<file path="src/rtl/wsm_pkg.sv">
// Package: transfer type encoding shared by the wait-state memory slave.
// Assumes the standard two-bit transfer encoding of the pipelined bus.
package wsm_pkg;
    typedef enum logic [1:0] {
        TR_IDLE   = 2'b00,
        TR_BUSY   = 2'b01,
        TR_NONSEQ = 2'b10,
        TR_SEQ    = 2'b11
    } trans_e;
endpackage

</file>
<file path="src/rtl/wsm_wait_ctrl.sv">
// Wait counter: loads the configured wait count when a transfer is accepted and
// counts it down; the slave is ready whenever the count is zero.
// Assumes start only pulses at an edge where the bus-wide ready is high.
module wsm_wait_ctrl #(
    parameter int WAIT_W = 4
) (
    input  logic              clk,
    input  logic              rst_n,
    input  logic              start,
    input  logic [WAIT_W-1:0] wait_cfg,
    output logic              ready_o
);
    logic [WAIT_W-1:0] cnt;

    // Load W on acceptance, otherwise count the remaining waits down to zero.
    always_ff @(posedge clk) begin
        if (!rst_n) begin
            cnt <= '0;
        end else if (start) begin
            cnt <= wait_cfg;
        end else if (cnt != '0) begin
            cnt <= cnt - WAIT_W'(1);
        end
    end

    // Ready is high exactly when no wait cycles remain.
    always_comb ready_o = (cnt == '0);

    AST_WAIT_INSERTED: assert property (@(posedge clk) disable iff (!rst_n)
        (start && wait_cfg != '0) |=> !ready_o);
    AST_ZERO_WAIT: assert property (@(posedge clk) disable iff (!rst_n)
        (start && wait_cfg == '0) |=> ready_o);
endmodule

</file>
<file path="src/rtl/wsm_addr_phase.sv">
// Address-phase register: captures address and control of a NONSEQ or SEQ
// transfer at an edge where the bus-wide ready is high, and marks the data
// phase that follows. Assumes the master holds its address while ready is low.
module wsm_addr_phase
    import wsm_pkg::*;
#(
    parameter int ADDR_W = 8
) (
    input  logic              clk,
    input  logic              rst_n,
    input  logic              hready,
    input  logic [1:0]        htrans,
    input  logic [ADDR_W-1:0] haddr,
    input  logic              hwrite,
    input  logic [2:0]        hsize,
    output logic              accept,
    output logic              dp_active,
    output logic [ADDR_W-1:0] dp_addr,
    output logic              dp_write,
    output logic [2:0]        dp_size
);
    // A transfer is taken only for an active transfer type with ready high.
    always_comb accept = hready &&
        ((htrans == TR_NONSEQ) || (htrans == TR_SEQ));

    // Advance the data-phase register on every ready edge.
    always_ff @(posedge clk) begin
        if (!rst_n) begin
            dp_active <= 1'b0;
            dp_addr   <= '0;
            dp_write  <= 1'b0;
            dp_size   <= '0;
        end else if (hready) begin
            dp_active <= accept;
            if (accept) begin
                dp_addr  <= haddr;
                dp_write <= hwrite;
                dp_size  <= hsize;
            end
        end
    end

    AST_CTRL_HELD: assert property (@(posedge clk) disable iff (!rst_n)
        !hready |=> ($stable(dp_addr) && $stable(dp_write)));
endmodule

</file>
<file path="src/rtl/wsm_ram.sv">
// Word RAM with byte-lane writes: lanes are chosen from transfer size and the
// low address bits; reads are asynchronous on the word index.
// Assumes the address is naturally aligned to the transfer size.
module wsm_ram #(
    parameter int DATA_W = 32,
    parameter int DEPTH  = 64
) (
    input  logic                       clk,
    input  logic                       we,
    input  logic [$clog2(DEPTH)-1:0]   idx,
    input  logic [$clog2(DATA_W/8)-1:0] lo,
    input  logic [2:0]                 size,
    input  logic [DATA_W-1:0]          wdata,
    output logic [DATA_W-1:0]          rdata
);
    localparam int BYTES  = DATA_W / 8;
    localparam int LANE_W = $clog2(BYTES);

    logic [DATA_W-1:0] mem [DEPTH];
    logic [BYTES-1:0]  lane_en;

    for (genvar b = 0; b < BYTES; b++) begin : g_lane
        // A lane is written when it falls in the same size-aligned block as the address.
        always_comb lane_en[b] = ((LANE_W'(b) >> size) == (lo >> size));

        // Commit this byte lane on a write.
        always_ff @(posedge clk) begin
            if (we && lane_en[b]) begin
                mem[idx][8*b +: 8] <= wdata[8*b +: 8];
            end
        end
    end

    // Read the whole addressed word.
    always_comb rdata = mem[idx];
endmodule

</file>
<file path="src/rtl/wsm_slave.sv">
// Memory slave with programmable wait states: every accepted transfer gets W
// wait cycles with ready low, then one completing cycle in which write data is
// committed or read data is driven. Response is always OKAY.
// Assumes a single-slave or muxed system where hready follows the selected slave.
module wsm_slave
    import wsm_pkg::*;
#(
    parameter int DATA_W = 32,
    parameter int DEPTH  = 64,
    parameter int WAIT_W = 4,
    parameter int ADDR_W = 8
) (
    input  logic              clk,
    input  logic              rst_n,
    input  logic [ADDR_W-1:0] haddr,
    input  logic [1:0]        htrans,
    input  logic              hwrite,
    input  logic [2:0]        hsize,
    input  logic [DATA_W-1:0] hwdata,
    input  logic              hready,
    input  logic [WAIT_W-1:0] wait_cfg,
    output logic [DATA_W-1:0] hrdata,
    output logic              hreadyout,
    output logic              hresp
);
    localparam int IDX_W  = $clog2(DEPTH);
    localparam int LANE_W = $clog2(DATA_W/8);

    logic              accept;
    logic              dp_active;
    logic [ADDR_W-1:0] dp_addr;
    logic              dp_write;
    logic [2:0]        dp_size;
    logic              wc_ready;
    logic              complete;
    logic [DATA_W-1:0] ram_rdata;

    wsm_addr_phase #(.ADDR_W(ADDR_W)) u_addr (
        .clk(clk), .rst_n(rst_n), .hready(hready), .htrans(htrans),
        .haddr(haddr), .hwrite(hwrite), .hsize(hsize), .accept(accept),
        .dp_active(dp_active), .dp_addr(dp_addr), .dp_write(dp_write),
        .dp_size(dp_size)
    );

    wsm_wait_ctrl #(.WAIT_W(WAIT_W)) u_wait (
        .clk(clk), .rst_n(rst_n), .start(accept), .wait_cfg(wait_cfg),
        .ready_o(wc_ready)
    );

    // The beat completes when waits are spent and the bus is ready.
    always_comb complete = dp_active && wc_ready && hready;

    wsm_ram #(.DATA_W(DATA_W), .DEPTH(DEPTH)) u_ram (
        .clk(clk), .we(complete && dp_write),
        .idx(dp_addr[IDX_W+LANE_W-1:LANE_W]), .lo(dp_addr[LANE_W-1:0]),
        .size(dp_size), .wdata(hwdata), .rdata(ram_rdata)
    );

    // Drive bus outputs: data only in the completing read cycle, OKAY always.
    always_comb begin
        hreadyout = wc_ready;
        hresp     = 1'b0;
        hrdata    = (complete && !dp_write) ? ram_rdata : '0;
    end

    AST_IDLE_NO_WAIT: assert property (@(posedge clk) disable iff (!rst_n)
        (hready && (htrans == TR_IDLE || htrans == TR_BUSY)) |=> hreadyout);
    AST_RDATA_QUIET: assert property (@(posedge clk) disable iff (!rst_n)
        !hreadyout |-> (hrdata == '0));
    AST_WAIT_STALLS_PHASE: assert property (@(posedge clk) disable iff (!rst_n)
        (dp_active && !hreadyout) |=> dp_active);
endmodule

</file>
<file path="config.mk">
export PLATFORM = sky130hd
export DESIGN_NAME = wsm_slave
export DESIGN_NICKNAME = d
export VERILOG_FILES = /design/src/rtl/wsm_pkg.sv /design/src/rtl/wsm_wait_ctrl.sv /design/src/rtl/wsm_addr_phase.sv /design/src/rtl/wsm_ram.sv /design/src/rtl/wsm_slave.sv
export SDC_FILE = /design/constraint.sdc
export NUM_CORES = 2
export LEC_CHECK = 0
export BUFFER_PORTS_ARGS = -buffer_cell sky130_fd_sc_hd__buf_2
export CAP_MARGIN = 25
export CORE_UTILIZATION = 45
export CTS_CLUSTER_SIZE = 25
export DETAILED_ROUTE_END_ITERATION = 12
export GPL_TIMING_DRIVEN = 0
export RECOVER_POWER = 100
export SYNTH_ARGS = -nofsm -noshare
export SYNTH_HDL_FRONTEND = slang
export SYNTH_SLANG_ARGS = --single-unit
</file>
<file path="constraint.sdc">
create_clock -name clk -period 3.6 [get_ports clk]
set_clock_uncertainty 0.05 [all_clocks]
set_input_delay 0.18 -clock clk [delete_from_list [all_inputs] [get_ports clk]]
set_output_delay 0.18 -clock clk [all_outputs]
set_load 0.01 [all_outputs]
</file>
==> run metrics <==
status=complete, but fails checks; failing checks=capacitance limit, slew limit, setup timing; CTS max path bufs=3; pre-CTS setup slack=-1.45 ns; Worst setup SP type=register; num rows=155; Combinational Power Share=0.075; Distinct cells, synth=63; ys flop type=edfxtp_1; initial antenna violation count=25; Switch Pwr=0.0122 W; placed cell areas=0.0853 mm2; worst-path fanout max=10; Pleak=30.6 nW; First DRT Iteration DRCs=9416; Fillers=13.3k; Routed Antenna Nets=0; Worst-path clk slew=0.07 ns; Worst IR Drop VDD=0.399 mV; Synth top cells by count=edfxtp_1 (2048), mux4_2 (543), nor2_1 (283); number of synthesis warnings=0; Yosys top cell by area=edfxtp_1; Pre-Repair DR Iteration Count=7; final instance area=0.0991 mm2; # setup viols final=742; Skew-Pair Late Insertion Delay=0.89 ns; Critical Path Sink Type=primary output; Fin Hold WS=0.0295 ns; top cell type's share of synthesized area=0.762; FF+latch count, synth=2071; Final GP Congestion=1.01; WP data required=3.37 ns; vias in the first global route=44.0k; synthesized net count=3841; worst rel slew slack=-0.821; Least-Margin Pin Slew=2.73 ns; hpwl dp=208000 um; Port Buffers=84; Int Power=0.0398 W; min-delay worst type=in2reg; Hold Vio Cnt, Final=0; Worst Setup Path Type=reg2out; sequential power share=0.511; Worst EP arrival=3.78 ns; Clk pwr share=0.415; num ports=87; Tcrit/Tclk final=1.11; maxcap violations=34; largest net degree at the start of global routing=65; via/cell ratio=6.79; first-pass GRT wire length=420000 um; Pins Over Slew Limit=1577; Area contributors post-synth=edfxtp_1 (76%), mux4_2 (15%), nor2_1 (1.3%); core area=0.178 mm2; syn avg cell area=21.3 um2; DRT Wirelength=329000 um; count leader, synth=edfxtp_1; Initial Util=0.453; met2 WL=138000 um; WL met3=49800 um; RSZ-0062 raised after global routing=true; pwr/cell area=525 mW/mm2; grt ovf=0; TritonCTS clock tree=done; switching share of power=0.234; Chip Width=425 um; clk root buf=clkbuf_16; Post-synth EDFFs=2048; Setup TNS=-72.32 ns; Final min period=4.01 ns; synthesis-to-finish area growth=22.8%; Die Span Y=425 um; cells after synthesis=3786; DR DRC count=0; clk sinks=2071; drt wl/cell=46.8 um; vias=47.7k; Final Util=0.556; wl on met1=112000 um; DIE AREA=0.181 mm2; gr usage total=0.362; sequential fraction of the synthesis area=0.768; fin nets=4531; H-tree depth=4; share of layout cells above drive strength 1=0.376; Setup WS post-layout=-0.407 ns; total CTS buffers=205; mapped cell area=0.0807 mm2; Fmax=250 MHz; FFs w/ async S/R, synth=0; top sig layer=met5
==> area by class of cell <==
cell class / count / area [um2] / area share
Sequential cell: 2071 / 62000 / 0.625
Multi-Input combinational cell: 1489 / 19300 / 0.195
Clock buffer: 262 / 5370 / 0.0542
Timing Repair Buffer: 488 / 4730 / 0.0477
Buffer: 212 / 3470 / 0.0350
Tap cell: 2355 / 2950 / 0.0297
Clock inverter: 113 / 1230 / 0.0125
Antenna cell: 19 / 47.5 / 0.000480
Inverter: 9 / 43.8 / 0.000442
==> worst max-delay path, cell delays in order (launching register included) <==
cell and delay [ns]:
dfxtp_1 0.35, inv_1 0.19, buf_6 0.35, clkbuf_2 0.43, nand2_2 0.53, o22ai_1 0.38
a311oi_2 0.11, o31ai_4 0.32, buf_2 0.20
==> metrics by stage <==
stage	power, W	std cells
finish	0.0520	7018
global route	0.0527	7008
CTS	0.0516	6892
detailed placement	0.0299	6319
global placement	0.0298	6225
floorplan	0.0282	3786
==> per-layer routing <==
metal / track usage / up-vias
met3: 0.157 / 1038
met1: 0.454 / 25000
met4: 0.254 / 26
met2: 0.501 / 4418
met5: 0.0172 / -
li1: - / 17100
==> cell usage in the layout, fill, tap and decap left out, types with 15 or more instances in the layout <==
cell type / count
a21boi_0: 16
a21oi_1: 15
a21oi_2: 15
buf_12: 105
buf_16: 64
buf_2: 58
buf_4: 139
buf_6: 69
buf_8: 41
bufinv_16: 17
clkbuf_1: 157
clkbuf_16: 212
clkbuf_2: 23
clkinv_1: 37
clkinv_2: 36
dfxtp_1: 21
diode_2: 19
dlygate4sd3_1: 64
edfxtp_1: 2048
mux2_2: 23
mux2i_1: 60
mux2i_2: 24
mux2i_4: 17
mux4_2: 543
nand2_1: 197
nand3_1: 34
nor2_1: 105
nor2_2: 173
==> state kept, by name, indices dropped and copies added (netlist names), named ones only <==
signal	count
u_ram.mem	2048
u_addr.dp_write	1
u_addr.dp_active	1
u_addr.dp_size	3
u_addr.dp_addr	8
u_wait.cnt	4
==> logic make-up (layout without fill, tap and decap cells) <==
group / after synthesis / count (layout) / share of synthesized area
buffers and inverters: 226 / 1084 / 0.0157
xor gates and xnor gates: 2 / 2 / 0.000217
and+or+nand+nor: 617 / 617 / 0.0319
muxes: 668 / 668 / 0.167
other: 1 / 20 / 0.0000465
adders and majority gates: 2 / 2 / 0.000310
DFF: 2071 / 2071 / 0.768
AOI/OAI and AO/OA: 199 / 199 / 0.0167
==> power groups by stage <==
| stage | clock network [W] | logic [W] | registers [W] |
|---|---|---|---|
| after detailed placement | 0 | 0.00289 | 0.0270 |
| after floorplan | 0 | 0.00121 | 0.0270 |
| after CTS | 0.0215 | 0.00358 | 0.0265 |
| final | 0.0216 | 0.00388 | 0.0266 |
| after global placement | 0 | 0.00279 | 0.0270 |
| after global routing | 0.0223 | 0.00384 | 0.0265 |
==> timing repair <==
item	4_1_cts	5_1_grt
pin swaps	39	49
gates cloned	6	3
hold buffers	44	20
hold endpoints to repair	649	1172
setup endpoints to repair	950	1059
resized for setup	847	200
setup buffers	152	66
==> worst paths after layout <==
path / slack (ns) / endpoint / depth (start not counted) / from
worst max-delay path: -0.41 / hrdata[23] / 8 / register
worst min-delay path: 0.03 / u_wait.cnt[0] / 5 / htrans[1]
worst max register to register: -0.27 / u_ram.mem[37][15] / 9 / u_wait.cnt[0]
worst min register to register: 0.45 / u_addr.dp_active / 2 / u_addr.dp_active
No activity file was read; power rests on OpenSTA's default activity.
